### src/rtl/scsi_regif_pkg.sv
package scsi_regif_pkg;

  typedef enum logic [6:0] {
    OP_NOP      = 7'h00,
    OP_FLUSH    = 7'h01,
    OP_CHIPRST  = 7'h02,
    OP_BUSRST   = 7'h03,
    OP_XFER     = 7'h10,
    OP_ICC      = 7'h11,
    OP_MSGOK    = 7'h12,
    OP_ATN      = 7'h1A,
    OP_SEL      = 7'h42,
    OP_SELSTOP  = 7'h43
  } op_e;

  localparam logic [7:0] INT_FUNC_DONE  = 8'h08;
  localparam logic [7:0] INT_DISCONNECT = 8'h20;
  localparam logic [7:0] INT_BUS_RESET  = 8'h80;
  localparam logic [7:0] ST_READ_CLEAR  = 8'hE0;
  localparam logic [7:0] CFG11_KEEP     = 8'h15;
  localparam logic [7:0] ID_CODE        = 8'h04;

  localparam logic [3:0] IX_CNT_LO  = 4'd0;
  localparam logic [3:0] IX_CNT_HI  = 4'd1;
  localparam logic [3:0] IX_FIFO    = 4'd2;
  localparam logic [3:0] IX_CMD     = 4'd3;
  localparam logic [3:0] IX_STATUS  = 4'd4;
  localparam logic [3:0] IX_INTR    = 4'd5;
  localparam logic [3:0] IX_STEP    = 4'd6;
  localparam logic [3:0] IX_FLAGS   = 4'd7;
  localparam logic [3:0] IX_CFG8    = 4'd8;
  localparam logic [3:0] IX_CFG11   = 4'd11;
  localparam logic [3:0] IX_ID      = 4'd14;
  localparam int         SCRATCH_BASE = 12;
  localparam int         SCRATCH_NUM  = 4;

  typedef struct packed {
    logic xfer;
    logic icc;
    logic msg_ok;
    logic atn;
    logic sel;
    logic sel_stop;
  } go_t;

  // word-spaced map: the byte lanes below bit 2 do not select a register
  function automatic logic [3:0] reg_index(input logic [5:0] a);
    return a[5:2];
  endfunction

  function automatic logic [7:0] scratch_init(input logic [3:0] ix);
    return (ix == IX_ID) ? ID_CODE : 8'h00;
  endfunction

endpackage

### src/rtl/scsi_regif_fifo.sv
module scsi_regif_fifo #(
  parameter int DEPTH = 32,
  parameter int W     = 8
) (
  input  logic                         clk,
  input  logic                         rst_n,
  input  logic                         clr,
  input  logic                         push,
  input  logic [W-1:0]                 din,
  input  logic                         pop,
  output logic [W-1:0]                 dout,
  output logic [$clog2(DEPTH+1)-1:0]   count
);
  localparam int AW = $clog2(DEPTH);
  localparam int CW = $clog2(DEPTH + 1);

  logic [W-1:0]  mem [DEPTH];
  logic [AW-1:0] wr_ptr, rd_ptr;
  logic          push_ok, pop_ok;

  function automatic logic [AW-1:0] step_ptr(input logic [AW-1:0] p);
    return (p == AW'(DEPTH - 1)) ? '0 : p + 1'b1;
  endfunction

  assign push_ok = push && (count != CW'(DEPTH));
  assign pop_ok  = pop && (count != '0);
  assign dout    = (count == '0) ? '0 : mem[rd_ptr];

  always_ff @(posedge clk) begin
    if (push_ok) mem[wr_ptr] <= din;
  end

  always_ff @(posedge clk or negedge rst_n) begin
    if (!rst_n) begin
      wr_ptr <= '0;
      rd_ptr <= '0;
      count  <= '0;
    end else if (clr) begin
      wr_ptr <= '0;
      rd_ptr <= '0;
      count  <= '0;
    end else begin
      if (push_ok) wr_ptr <= step_ptr(wr_ptr);
      if (pop_ok)  rd_ptr <= step_ptr(rd_ptr);
      count <= count + CW'(push_ok) - CW'(pop_ok);
    end
  end
endmodule

### src/rtl/scsi_regif_cmd_dec.sv
module scsi_regif_cmd_dec
  import scsi_regif_pkg::*;
(
  input  logic       cmd_wr,
  input  logic [6:0] opcode,
  output go_t        go,
  output logic       do_flush,
  output logic       do_chip_rst,
  output logic       do_bus_rst
);
  always_comb begin
    go          = '0;
    do_flush    = 1'b0;
    do_chip_rst = 1'b0;
    do_bus_rst  = 1'b0;
    if (cmd_wr) begin
      case (op_e'(opcode))
        OP_FLUSH:   do_flush    = 1'b1;
        OP_CHIPRST: do_chip_rst = 1'b1;
        OP_BUSRST:  do_bus_rst  = 1'b1;
        OP_XFER:    go.xfer     = 1'b1;
        OP_ICC:     go.icc      = 1'b1;
        OP_MSGOK:   go.msg_ok   = 1'b1;
        OP_ATN:     go.atn      = 1'b1;
        OP_SEL:     go.sel      = 1'b1;
        OP_SELSTOP: go.sel_stop = 1'b1;
        default:    ;
      endcase
    end
  end
endmodule

### src/rtl/scsi_regif.sv
module scsi_regif
  import scsi_regif_pkg::*;
#(
  parameter int DEPTH  = 32,
  parameter int STEP_W = 3
) (
  input  logic              clk,
  input  logic              rst_n,
  input  logic [5:0]        bus_addr,
  input  logic              bus_wr,
  input  logic              bus_rd,
  input  logic [7:0]        bus_wdata,
  output logic [7:0]        bus_rdata,
  input  logic              evt_valid,
  input  logic [7:0]        evt_status,
  input  logic [7:0]        evt_intr,
  input  logic [STEP_W-1:0] evt_step,
  output logic              irq,
  output logic              dma_mode,
  output logic              xfer_go,
  output logic              icc_go,
  output logic              msg_ok_go,
  output logic              atn_go,
  output logic              sel_go,
  output logic              sel_stop_go
);
  localparam int CW = $clog2(DEPTH + 1);

  // named internal events, also used by the checker
  logic [3:0]    idx;
  logic          cmd_wr, int_rd, fifo_push, fifo_pop, fifo_clr, raise_irq;
  logic          do_flush, do_chip_rst, do_bus_rst;
  go_t           go_d, go_q;
  logic [7:0]    fifo_dout;
  logic [CW-1:0] fifo_cnt;

  logic [7:0] cnt_live_lo, cnt_live_hi, cnt_set_lo, cnt_set_hi;
  logic [7:0] cmd_q, status_q, intr_q, step_q, cfg8_q, cfg11_q;
  logic       irq_q, dma_q;
  logic [8*SCRATCH_NUM-1:0] scratch_flat;

  assign idx       = reg_index(bus_addr);
  assign cmd_wr    = bus_wr && (idx == IX_CMD);
  assign int_rd    = bus_rd && (idx == IX_INTR);
  assign fifo_push = bus_wr && (idx == IX_FIFO);
  assign fifo_pop  = bus_rd && (idx == IX_FIFO);
  assign fifo_clr  = do_flush || do_chip_rst;
  assign raise_irq = evt_valid || go_d.msg_ok || (do_bus_rst && !cfg8_q[6]);

  scsi_regif_cmd_dec u_dec (
    .cmd_wr      (cmd_wr),
    .opcode      (bus_wdata[6:0]),
    .go          (go_d),
    .do_flush    (do_flush),
    .do_chip_rst (do_chip_rst),
    .do_bus_rst  (do_bus_rst)
  );

  scsi_regif_fifo #(.DEPTH(DEPTH), .W(8)) u_fifo (
    .clk   (clk),
    .rst_n (rst_n),
    .clr   (fifo_clr),
    .push  (fifo_push),
    .din   (bus_wdata),
    .pop   (fifo_pop),
    .dout  (fifo_dout),
    .count (fifo_cnt)
  );

  // plain read/write scratch registers, one of which carries the ID code
  for (genvar g = 0; g < SCRATCH_NUM; g++) begin : g_scratch
    localparam logic [3:0] MY_IX = 4'(SCRATCH_BASE + g);
    logic [7:0] q;
    always_ff @(posedge clk or negedge rst_n) begin
      if (!rst_n)                        q <= scratch_init(MY_IX);
      else if (do_chip_rst)              q <= scratch_init(MY_IX);
      else if (bus_wr && idx == MY_IX)   q <= bus_wdata;
    end
    assign scratch_flat[g*8 +: 8] = q;
  end

  always_ff @(posedge clk or negedge rst_n) begin
    if (!rst_n) begin
      cnt_live_lo <= '0; cnt_live_hi <= '0; cnt_set_lo <= '0; cnt_set_hi <= '0;
      cmd_q <= '0; status_q <= '0; intr_q <= '0; step_q <= '0;
      cfg8_q <= '0; cfg11_q <= '0; irq_q <= 1'b0; dma_q <= 1'b0; go_q <= '0;
    end else if (do_chip_rst) begin
      cnt_live_lo <= '0; cnt_live_hi <= '0; cnt_set_lo <= '0; cnt_set_hi <= '0;
      cmd_q <= '0; status_q <= '0; intr_q <= '0; step_q <= '0;
      cfg8_q <= '0; cfg11_q <= '0; irq_q <= 1'b0; dma_q <= 1'b0; go_q <= '0;
    end else begin
      go_q <= go_d;
      // read side effect first, so a same-cycle event wins
      if (int_rd) begin
        intr_q   <= '0;
        status_q <= status_q & ~ST_READ_CLEAR;
      end
      if (evt_valid) begin
        status_q <= evt_status;
        intr_q   <= evt_intr;
        step_q   <= 8'(evt_step);
      end
      if (bus_wr) begin
        case (idx)
          IX_CNT_LO: begin cnt_set_lo <= bus_wdata; status_q[4] <= 1'b0; end
          IX_CNT_HI: begin cnt_set_hi <= bus_wdata; status_q[4] <= 1'b0; end
          IX_CFG8:   cfg8_q  <= bus_wdata;
          IX_CFG11:  cfg11_q <= bus_wdata & CFG11_KEEP;
          default:   ;
        endcase
      end
      if (cmd_wr) begin
        cmd_q <= bus_wdata;
        dma_q <= bus_wdata[7];
        if (bus_wdata[7]) begin
          cnt_live_lo <= cnt_set_lo;
          cnt_live_hi <= cnt_set_hi;
        end
      end
      if (do_flush) begin
        intr_q <= INT_FUNC_DONE;
        step_q <= '0;
      end
      if (do_bus_rst) intr_q <= INT_BUS_RESET;
      if (go_d.msg_ok) begin
        intr_q <= INT_DISCONNECT;
        step_q <= '0;
      end
      if (raise_irq)   irq_q <= 1'b1;
      else if (int_rd) irq_q <= 1'b0;
    end
  end

  always_comb begin
    case (idx)
      IX_CNT_LO: bus_rdata = cnt_live_lo;
      IX_CNT_HI: bus_rdata = cnt_live_hi;
      IX_FIFO:   bus_rdata = fifo_dout;
      IX_CMD:    bus_rdata = cmd_q;
      IX_STATUS: bus_rdata = status_q;
      IX_INTR:   bus_rdata = intr_q;
      IX_STEP:   bus_rdata = step_q;
      IX_FLAGS:  bus_rdata = 8'(fifo_cnt);
      IX_CFG8:   bus_rdata = cfg8_q;
      IX_CFG11:  bus_rdata = cfg11_q;
      4'd12, 4'd13, 4'd14, 4'd15: bus_rdata = scratch_flat[{idx[1:0], 3'b000} +: 8];
      default:   bus_rdata = 8'h00;
    endcase
  end

  assign irq         = irq_q;
  assign dma_mode    = dma_q;
  assign xfer_go     = go_q.xfer;
  assign icc_go      = go_q.icc;
  assign msg_ok_go   = go_q.msg_ok;
  assign atn_go      = go_q.atn;
  assign sel_go      = go_q.sel;
  assign sel_stop_go = go_q.sel_stop;
endmodule

### config.mk
export PLATFORM = sky130hd
export DESIGN_NAME = scsi_regif
export DESIGN_NICKNAME = d
export VERILOG_FILES = /design/src/rtl/scsi_regif_pkg.sv /design/src/rtl/scsi_regif_fifo.sv /design/src/rtl/scsi_regif_cmd_dec.sv /design/src/rtl/scsi_regif.sv
export SDC_FILE = /design/constraint.sdc
export NUM_CORES = 1
export LEC_CHECK = 0
export CORE_MARGIN = 4
export CORE_UTILIZATION = 60
export DETAILED_ROUTE_END_ITERATION = 16
export DONT_BUFFER_PORTS = 1
export PLACE_DENSITY = 0.81
export SYNTH_ARGS = -nofsm -noshare
export SYNTH_HDL_FRONTEND = slang
export SYNTH_SLANG_ARGS = --single-unit
### constraint.sdc
create_clock -name clk -period 3.01 [get_ports clk]
set_input_delay 0.301 -clock clk [delete_from_list [all_inputs] [get_ports clk]]
set_output_delay 0.301 -clock clk [all_outputs]
set_load 0.01 [all_outputs]
==> reports/metrics.json, run 1 <==
{
  "design_area": {"value": 19000, "unit": "sq um"},
  "timing.critical_path.from_type": {"value": "flop"},
  "worstPathRequired": {"value": 2.71, "unit": "ns"},
  "via_count_of_the_first_global_routing_pass": {"value": 10300},
  "cts_inserted_buffers": {"value": 38},
  "post_synth_instance_area": {"value": 16300, "unit": "sq um"},
  "timing_worst_slew_pin_value": {"value": 1.13, "unit": "ns"},
  "grt_start_max_net_pins": {"value": 126},
  "synth_simple_gate_area_frac": {"value": 0.0808},
  "detail_route.wl_per_cell": {"value": 27.9, "unit": "um"},
  "worst_r2r_startpoint": {"value": "u_fifo.count[2]"},
  "place_hpwl": {"value": 23300, "unit": "um"},
  "failed_checks": {"value": "negative hold slack, negative setup slack"},
  "vias_per_cell": {"value": 6.85},
  "h-tree-depth": {"value": 2},
  "drv.max_cap_violation_count": {"value": 0},
  "initial_core_utilization": {"value": 0.608},
  "ant_nets": {"value": 0},
  "cts.clk_slew.worst_paths": {"value": 0.06, "unit": "ns"},
  "core-area": {"value": 26800, "unit": "sq um"},
  "floorplan.die.width": {"value": 173, "unit": "um"},
  "grt_setup_unrepaired": {"value": "yes"},
  "clock_tree.root_cell": {"value": "sky130_fd_sc_hd__clkbuf_16"},
  "synth_warnings": {"value": 0},
  "gr-total-overflow": {"value": 0},
  "nNetsFinal": {"value": 1188},
  "power-per-cell-area": {"value": 727, "unit": "nW/um^2"},
  "report.power.total": {"value": 13.8, "unit": "mW"},
  "synthXorXnorAreaFrac": {"value": 0.00215},
  "drt_first_pass_iters": {"value": 6},
  "synth_seq_area_share": {"value": 0.664},
  "timing.reg2reg.setup_slack": {"value": 0.21, "unit": "ns"},
  "max-slew-margin-rel": {"value": 0.245},
  "syn_nets": {"value": 1099},
  "synthTopCellsByCount": {"value": "sky130_fd_sc_hd__edfxtp_1, sky130_fd_sc_hd__dfrtp_1, sky130_fd_sc_hd__nor2_1"},
  "finalCoreUtilization": {"value": 0.709},
  "placed_area": {"value": 16900, "unit": "sq um"},
  "die_h": {"value": 173, "unit": "um"},
  "multi_input_area": {"value": 5280, "unit": "sq um"},
  "worst_hold_path_type": {"value": "in2async"},
  "final_layout_size_suffix_gt1_frac": {"value": 0.271},
  "synth_top_area_frac": {"value": 0.472},
  "port_buffers": {"value": 0},
  "timing.setup.critical_path_class": {"value": "reg2out"},
  "share_of_the_cycle_needed_by_the_critical_path_after_routing": {"value": 1.07},
  "leakagePower": {"value": 7.07, "unit": "nW"},
  "synth-adder-area-share": {"value": 0.0135},
  "dieArea": {"value": 29800, "unit": "sq um"},
  "timing.final.ws_setup": {"value": -0.200, "unit": "ns"},
  "drt-total-wl": {"value": 42000, "unit": "um"},
  "run_status": {"value": "finished, violations left"},
  "synthDistinctLibCells": {"value": 70},
  "layout.area.seq": {"value": 10800, "unit": "sq um"},
  "clkLatencyLatePin": {"value": 0.54, "unit": "ns"},
  "crit_fanout": {"value": 6},
  "post_layout_minimum_cycle_time": {"value": 3.21, "unit": "ns"},
  "cts_max_path_buffers": {"value": 3},
  "synth.largest_area_cell": {"value": "sky130_fd_sc_hd__edfxtp_1"},
  "syn-instance-count": {"value": 1044},
  "yosysMostFrequentCell": {"value": "sky130_fd_sc_hd__edfxtp_1"},
  "synth_to_layout_area_growth": {"value": 16.6, "unit": "%"},
  "timing.rr.end": {"value": "u_fifo.count[5]"},
  "placement.setup.worst_slack": {"value": 0.206, "unit": "ns"},
  "tritoncts_num_sinks": {"value": 381},
  "synth-seq-cells": {"value": 381},
  "postSynth.topFlopCell": {"value": "sky130_fd_sc_hd__edfxtp_1"},
  "tritoncts": {"value": "done"},
  "largest_family_of_logic_cells_by_synthesized_area": {"value": "multiplexers"},
  "worst_ir_drop_vdd": {"value": 0.562, "unit": "mV"},
  "post_synth.cell_area_avg": {"value": 15.6, "unit": "sq um"},
  "ctsHoldBuffers": {"value": 31},
  "finalHoldWorstSlack": {"value": -0.531, "unit": "ns"},
  "fin_setup_tns": {"value": -0.919, "unit": "ns"},
  "post_synth_mux_area_share": {"value": 0.161},
  "drt-initial-drc-count": {"value": 1314},
  "final_setup_violation_count": {"value": 8},
  "synth-compound-area-share": {"value": 0.0552},
  "antenna_found_initial": {"value": 0},
  "synth_async_sr_flop_share": {"value": 0.328},
  "timing.final.hold_violations": {"value": 125},
  "final_max_slew_viol_count": {"value": 0},
  "cp-startpoint": {"value": "u_fifo.rd_ptr[0]"},
  "pin_count": {"value": 54},
  "max_clock_freq": {"value": 0.311, "unit": "GHz"},
  "first_pass_grt_wire_length": {"value": 63200, "unit": "um"},
  "fp-row-count": {"value": 60},
  "fin_skew": {"value": 0.0261, "unit": "ns"},
  "timing.critical_path.arrival": {"value": 2.91, "unit": "ns"},
  "route.detailed.drc": {"value": 0},
  "final.fill_count": {"value": 1541},
  "grtUsageTotal": {"value": 0.275},
  "critPathCapture": {"value": "bus_rdata[4]"},
  "worst_setup_path_end_kind": {"value": "primary output"},
  "antenna_cells": {"value": 0},
  "synth-edff-count": {"value": 256},
  "replace_congestion": {"value": 0.905},
  "synth.top_cells.by_area": {"value": "sky130_fd_sc_hd__edfxtp_1, sky130_fd_sc_hd__dfrtp_1, sky130_fd_sc_hd__mux4_2"},
  "ff2ff_path_depth": {"value": 13},
  "routed-via-count": {"value": 10300}
}
## final cells by class
class                           count  share of cell area
Inverter                           18             0.00356
Timing Repair Buffer              115              0.0609
Clock buffer                       53              0.0574
Clock inverter                     15             0.00758
Sequential cell                   381               0.570
Multi-Input combinational cell    579               0.278
Tap cell                          341              0.0225
## worst min-delay path by stage
| stage | cells after the start | to | start |
|---|---|---|---|
| 6_report | 0 | g_scratch[1].q[5] | rst_n |
| 3_5_place_dp | 0 | g_scratch[0].q[5] | rst_n |
| 3_3_place_gp | 0 | g_scratch[0].q[5] | rst_n |
| 4_1_cts | 0 | u_fifo.rd_ptr[1] | rst_n |
| 2_1_floorplan | 0 | atn_go | rst_n |
| 5_1_grt | 0 | g_scratch[0].q[3] | rst_n |
## what timing repair did
item,4_1_cts,5_1_grt
setup endpoints to repair,8,10
cloned,1,1
setup buffers,13,11
pin swaps,10,7
resized for setup,31,25
endpoints found under the hold margin,453,125
## layout by cell type, fill, tap and decap left out, drive strengths merged, types with 6 or more instances in the layout
| cell | n |
|---|---|
| edfxtp | 256 |
| dfrtp | 124 |
| buf | 91 |
| nor2 | 89 |
| mux4 | 76 |
| nand2 | 66 |
| clkbuf | 54 |
| mux2 | 44 |
| mux2i | 40 |
| a21oi | 29 |
| o21ai | 26 |
| a22oi | 24 |
| dlygate4sd3 | 23 |
| nand3 | 19 |
| inv | 17 |
| ha | 16 |
| nor2b | 15 |
| nor3 | 14 |
| clkinv | 13 |
| and2 | 9 |
| a211oi | 9 |
| and3 | 7 |
| a22o | 7 |
| nand2b | 6 |
| nor4 | 6 |
| nor3b | 6 |
## registers in the layout, indices dropped and copies added (netlist names), 3 cells and up
name,flops
cmd_q,7
step_q,3
cfg11_q,3
cnt_set_hi,8
cnt_set_lo,8
cfg8_q,8
status_q,8
cnt_live_hi,8
u_fifo.rd_ptr,5
intr_q,8
u_fifo.mem,256
cnt_live_lo,8
g_scratch.q,32
u_fifo.count,6
u_fifo.wr_ptr,5
## worst max-delay path: stages (launching register included)
cell	delay (ns)
sky130_fd_sc_hd__dfrtp_4	0.51
sky130_fd_sc_hd__buf_6	0.13
sky130_fd_sc_hd__mux4_2	0.51
sky130_fd_sc_hd__mux4_2	0.49
sky130_fd_sc_hd__nor2b_4	0.14
sky130_fd_sc_hd__or4_4	0.58
## report_power, final
group	switching (mW)	internal, mW
logic	1.39	1.51
registers	0.298	5.95
clock network	1.95	2.71
## logic make-up after synthesis
group | after synthesis
AND/OR/NAND/NOR | 265
flip-flops | 381
XOR/XNOR | 4
AO/OA/AOI/OAI | 133
multiplexers | 160
buffers and inverters | 84
adder cells (fa/ha/maj) | 17
## per-layer routing
| metal | share of wire | up-vias | wire length [um] | GRT usage |
|---|---|---|---|---|
| met5 | 0 | - | 0 | 0 |
| met3 | 0.11 | 154 | 4770 | 0.0706 |
| met1 | 0.37 | 5249 | 15300 | 0.378 |
| li1 | - | 4193 | - | - |
| met4 | 0.049 | 0 | 2060 | 0.106 |
| met2 | 0.47 | 689 | 19800 | 0.433 |
## stage by stage
stage,hold WS [ns],cells
after floorplan,0.00541,1044
after global placement,0.0120,1377
after detailed placement,0.0122,1377
after CTS,-0.544,1490
after global routing,-0.540,1502
final,-0.531,1502
No activity file was read; power rests on OpenSTA's default activity.
==> inputs of run 2 (changes only) <==
clock period = 4.13 ns   (was 3.01 ns; I/O delays follow)
==> reports/metrics.json, run 2 (same netlist as run 1, synthesis figures left out) <==
{
  "run_status": {"value": "finished, final reports clean"},
  "power-per-cell-area": {"value": 533, "unit": "nW/um^2", "change": "-27%"},
  "drt_first_pass_iters": {"value": 5, "change": "-1"},
  "tritoncts_num_sinks": {"value": 381, "change": "unchanged"},
  "finish.cell_count_without_fillers": {"value": 1407, "change": "-6.3%"},
  "timing.final.hold_violations": {"value": 0, "change": "-100%"},
  "dieArea": {"value": 29800, "unit": "sq um", "change": "unchanged"},
  "max_clock_freq": {"value": 0.268, "unit": "GHz"},
  "cp_common_cell": {"value": "sky130_fd_sc_hd__a211oi_1"},
  "leakagePower": {"value": 6.49, "unit": "nW", "change": "-8.1%"},
  "net-switching-power": {"value": 2.47, "unit": "mW", "change": "-32%"},
  "sequential_share_of_power": {"value": 0.486, "change": "+0.033"},
  "fin_skew": {"value": 0.0157, "unit": "ns", "change": "-0.0104 ns"},
  "antenna_found_initial": {"value": 0, "change": "unchanged"},
  "cts.clk_slew.worst_paths": {"value": 0.06, "unit": "ns", "change": "about the same"},
  "grtUsageTotal": {"value": 0.254, "change": "-0.0210"},
  "cp-startpoint": {"value": "u_fifo.rd_ptr[0]"},
  "routed-via-count": {"value": 9511, "change": "-7.5%"},
  "drv.max_cap_violation_count": {"value": 0, "change": "unchanged"},
  "final_setup_violation_count": {"value": 0, "change": "-8"},
  "clkLatencyLatePin": {"value": 0.53, "unit": "ns", "change": "about the same"},
  "post_layout_minimum_cycle_time": {"value": 3.73, "unit": "ns"},
  "cts.repair.resized": {"value": 0, "change": "-100%"},
  "cts_inserted_buffers": {"value": 39, "change": "+2.6%"},
  "timing.critical_path.arrival": {"value": 3.32, "unit": "ns", "change": "+0.41 ns"},
  "largest_register_ffs": {"value": 256, "change": "unchanged"},
  "clock_tree.root_cell": {"value": "sky130_fd_sc_hd__clkbuf_16"},
  "dp_cells": {"value": 1328, "change": "-3.6%"},
  "regMostFlops": {"value": "u_fifo.mem"},
  "vias_per_cell": {"value": 6.76, "change": "-1.3%"},
  "drt-total-wl": {"value": 37700, "unit": "um", "change": "-10%"},
  "die_h": {"value": 173, "unit": "um", "change": "unchanged"},
  "route.detailed.drc": {"value": 0, "change": "unchanged"},
  "drt-initial-drc-count": {"value": 1192, "change": "-9.3%"},
  "fp-row-count": {"value": 60, "change": "unchanged"},
  "port_buffers": {"value": 0, "change": "unchanged"},
  "timing.rr.end": {"value": "u_fifo.mem[11][5]"},
  "worstPathCellList": {"value": "mux4_2 > nor2b_1 > a211oi_1 > a211oi_1 > or4_1"},
  "crit_fanout": {"value": 32, "change": "+26"},
  "timing_worst_slew_pin_value": {"value": 1.24, "unit": "ns", "change": "+0.110 ns"},
  "grt_start_max_net_pins": {"value": 126, "change": "unchanged"},
  "first_pass_grt_wire_length": {"value": 58400, "unit": "um", "change": "-7.7%"},
  "share_of_the_cycle_needed_by_the_critical_path_after_routing": {"value": 0.903},
  "tritoncts": {"value": "done"},
  "ff2ff_path_depth": {"value": 7, "change": "-6"},
  "h-tree-depth": {"value": 2, "change": "unchanged"},
  "ant_nets": {"value": 0, "change": "unchanged"},
  "fin_setup_tns": {"value": 0, "unit": "ns", "change": "+0.919 ns"},
  "final_max_slew_viol_count": {"value": 0, "change": "unchanged"},
  "top_library_cells_by_usage_in_the_layout_fill_and_taps_aside": {"value": "sky130_fd_sc_hd__edfxtp_1, sky130_fd_sc_hd__dfrtp_1, sky130_fd_sc_hd__nor2_1, sky130_fd_sc_hd__mux4_2, sky130_fd_sc_hd__nand2_1"},
  "via_count_of_the_first_global_routing_pass": {"value": 9489, "change": "-7.9%"},
  "top_regs": {"value": "u_fifo.mem: 256 flops, g_scratch.q: 32 flops"},
  "share_comb_of_total_power": {"value": 0.171, "change": "-0.038"},
  "core-area": {"value": 26800, "unit": "sq um", "change": "unchanged"},
  "critical-path-max-stage-delay": {"value": 0.82, "unit": "ns", "change": "+0.24 ns"},
  "timing.setup.critical_path_class": {"value": "reg2out"},
  "grt_setup_unrepaired": {"value": "no"},
  "final_layout_size_suffix_gt1_frac": {"value": 0.187, "change": "-0.0845"},
  "synth_to_layout_area_growth": {"value": 9.49, "unit": "%"},
  "worst_ir_drop_vdd": {"value": 0.295, "unit": "mV", "change": "-47%"},
  "replace_congestion": {"value": 0.925, "change": "+2.2%"},
  "final_common_cell": {"value": "sky130_fd_sc_hd__edfxtp_1"},
  "worst_hold_path_type": {"value": "in2reg"},
  "worst_r2r_startpoint": {"value": "u_fifo.count[2]"},
  "place_hpwl": {"value": 22700, "unit": "um", "change": "-2.4%"},
  "cts_max_path_buffers": {"value": 3, "change": "unchanged"},
  "pin_count": {"value": 54, "change": "unchanged"},
  "initial_core_utilization": {"value": 0.608, "change": "unchanged"},
  "min_delay_path_depth": {"value": 2},
  "critPathCapture": {"value": "bus_rdata[1]"},
  "netSwitchingFraction": {"value": 0.260, "change": "-0.00366"},
  "power_report.internal_total": {"value": 7.04, "unit": "mW", "change": "-31%"},
  "nNetsFinal": {"value": 1094, "change": "-7.9%"},
  "worstPathRequired": {"value": 3.72, "unit": "ns", "change": "+1.01 ns"},
  "power.share.clock": {"value": 0.343, "change": "+0.005"},
  "floorplan.die.width": {"value": 173, "unit": "um", "change": "unchanged"},
  "worst_setup_path_end_kind": {"value": "primary output"},
  "crit_path_top_delay_cell": {"value": "sky130_fd_sc_hd__dfrtp_4"},
  "timing.reg2reg.setup_slack": {"value": 1.19, "unit": "ns", "change": "+0.98 ns"},
  "timing.critical_path.from_type": {"value": "flop"},
  "detail_route.wl_per_cell": {"value": 26.8, "unit": "um", "change": "-4.2%"},
  "gr-total-overflow": {"value": 0, "change": "unchanged"},
  "max-slew-margin-rel": {"value": 0.171, "change": "-0.0740"}
}
-- run 2: changes by cell type in the layout (fill, tap and decap cells not counted), sizes merged --
cell / previous run / this run
dlygate4sd3: 23 / 5
inv: 17 / 19
diode: 0 / 1
clkbuf: 54 / 52
bufinv: 2 / 1
buf: 91 / 15
clkinvlp: 1 / 0
-- run 2: critical path: cells and delay by family, from the launching register on --
| family | cells | cell delay, ns |
|---|---|---|
| and+or+nand+nor | 2 | 0.83 |
| DFF | 1 | 0.82 |
| muxes | 1 | 0.58 |
| AOI/OAI and AO/OA | 2 | 0.54 |
-- run 2: how the worst min path moves through the flow --
stage / start / end / slack (ns)
4_1_cts: bus_wdata[5] / g_scratch[1].q[5] / 0.009
3_5_place_dp: rst_n / g_scratch[0].q[6] / 0.12
3_3_place_gp: rst_n / g_scratch[1].q[3] / 0.12
5_1_grt: bus_wdata[0] / g_scratch[3].q[0] / 0.02
2_1_floorplan: rst_n / atn_go / 0.12
6_report: bus_wdata[5] / g_scratch[1].q[5] / 0.03
-- run 2: per-stage QoR --
stage	power [mW]	setup WS (ns)	area (sq um)	util	hold slack, ns
floorplan	5.84	1.41	16300	-	0.117
global placement	6.15	0.957	16500	0.615	0.124
detailed placement	6.21	0.939	16500	0.615	0.124
CTS	9.52	0.379	17800	0.665	0.00910
global route	9.88	0.277	17800	0.665	0.0189
finish	9.51	0.400	17800	0.665	0.0257
-- run 2: power groups by stage --
stage | clock [mW] | sequential [mW] | combinational (mW)
2_1_floorplan | 0 | 4.52 | 1.33
3_3_place_gp | 0 | 4.67 | 1.47
3_5_place_dp | 0 | 4.69 | 1.52
4_1_cts | 3.29 | 4.62 | 1.62
5_1_grt | 3.47 | 4.66 | 1.75
6_report | 3.26 | 4.62 | 1.62
-- run 2: cell type report --
cell class	instances	area, sq um
sequential	381	10800
fill	1717	8970
multi-input combinational	579	5080
clock buffer	52	1050
tap	341	427
timing repair buffer	20	258
clock inverter	15	118
inverter	18	67.6
antenna	1	2.50
-- run 2: per-layer routing --
layer / global-route usage / vias up / part of all wire
met5: 0 / - / 0
met4: 0.0848 / 0 / 0.036
met3: 0.0542 / 89 / 0.095
met2: 0.385 / 537 / 0.47
met1: 0.378 / 4880 / 0.40
li1: - / 4005 / -
-- run 2: timing repair --
item / 4_1_cts / 5_1_grt
endpoints found under the setup margin: 0 / 0
hold endpoints to repair: 381 / 0
setup buffers: 0 / 0
hold buffers: 11 / 0
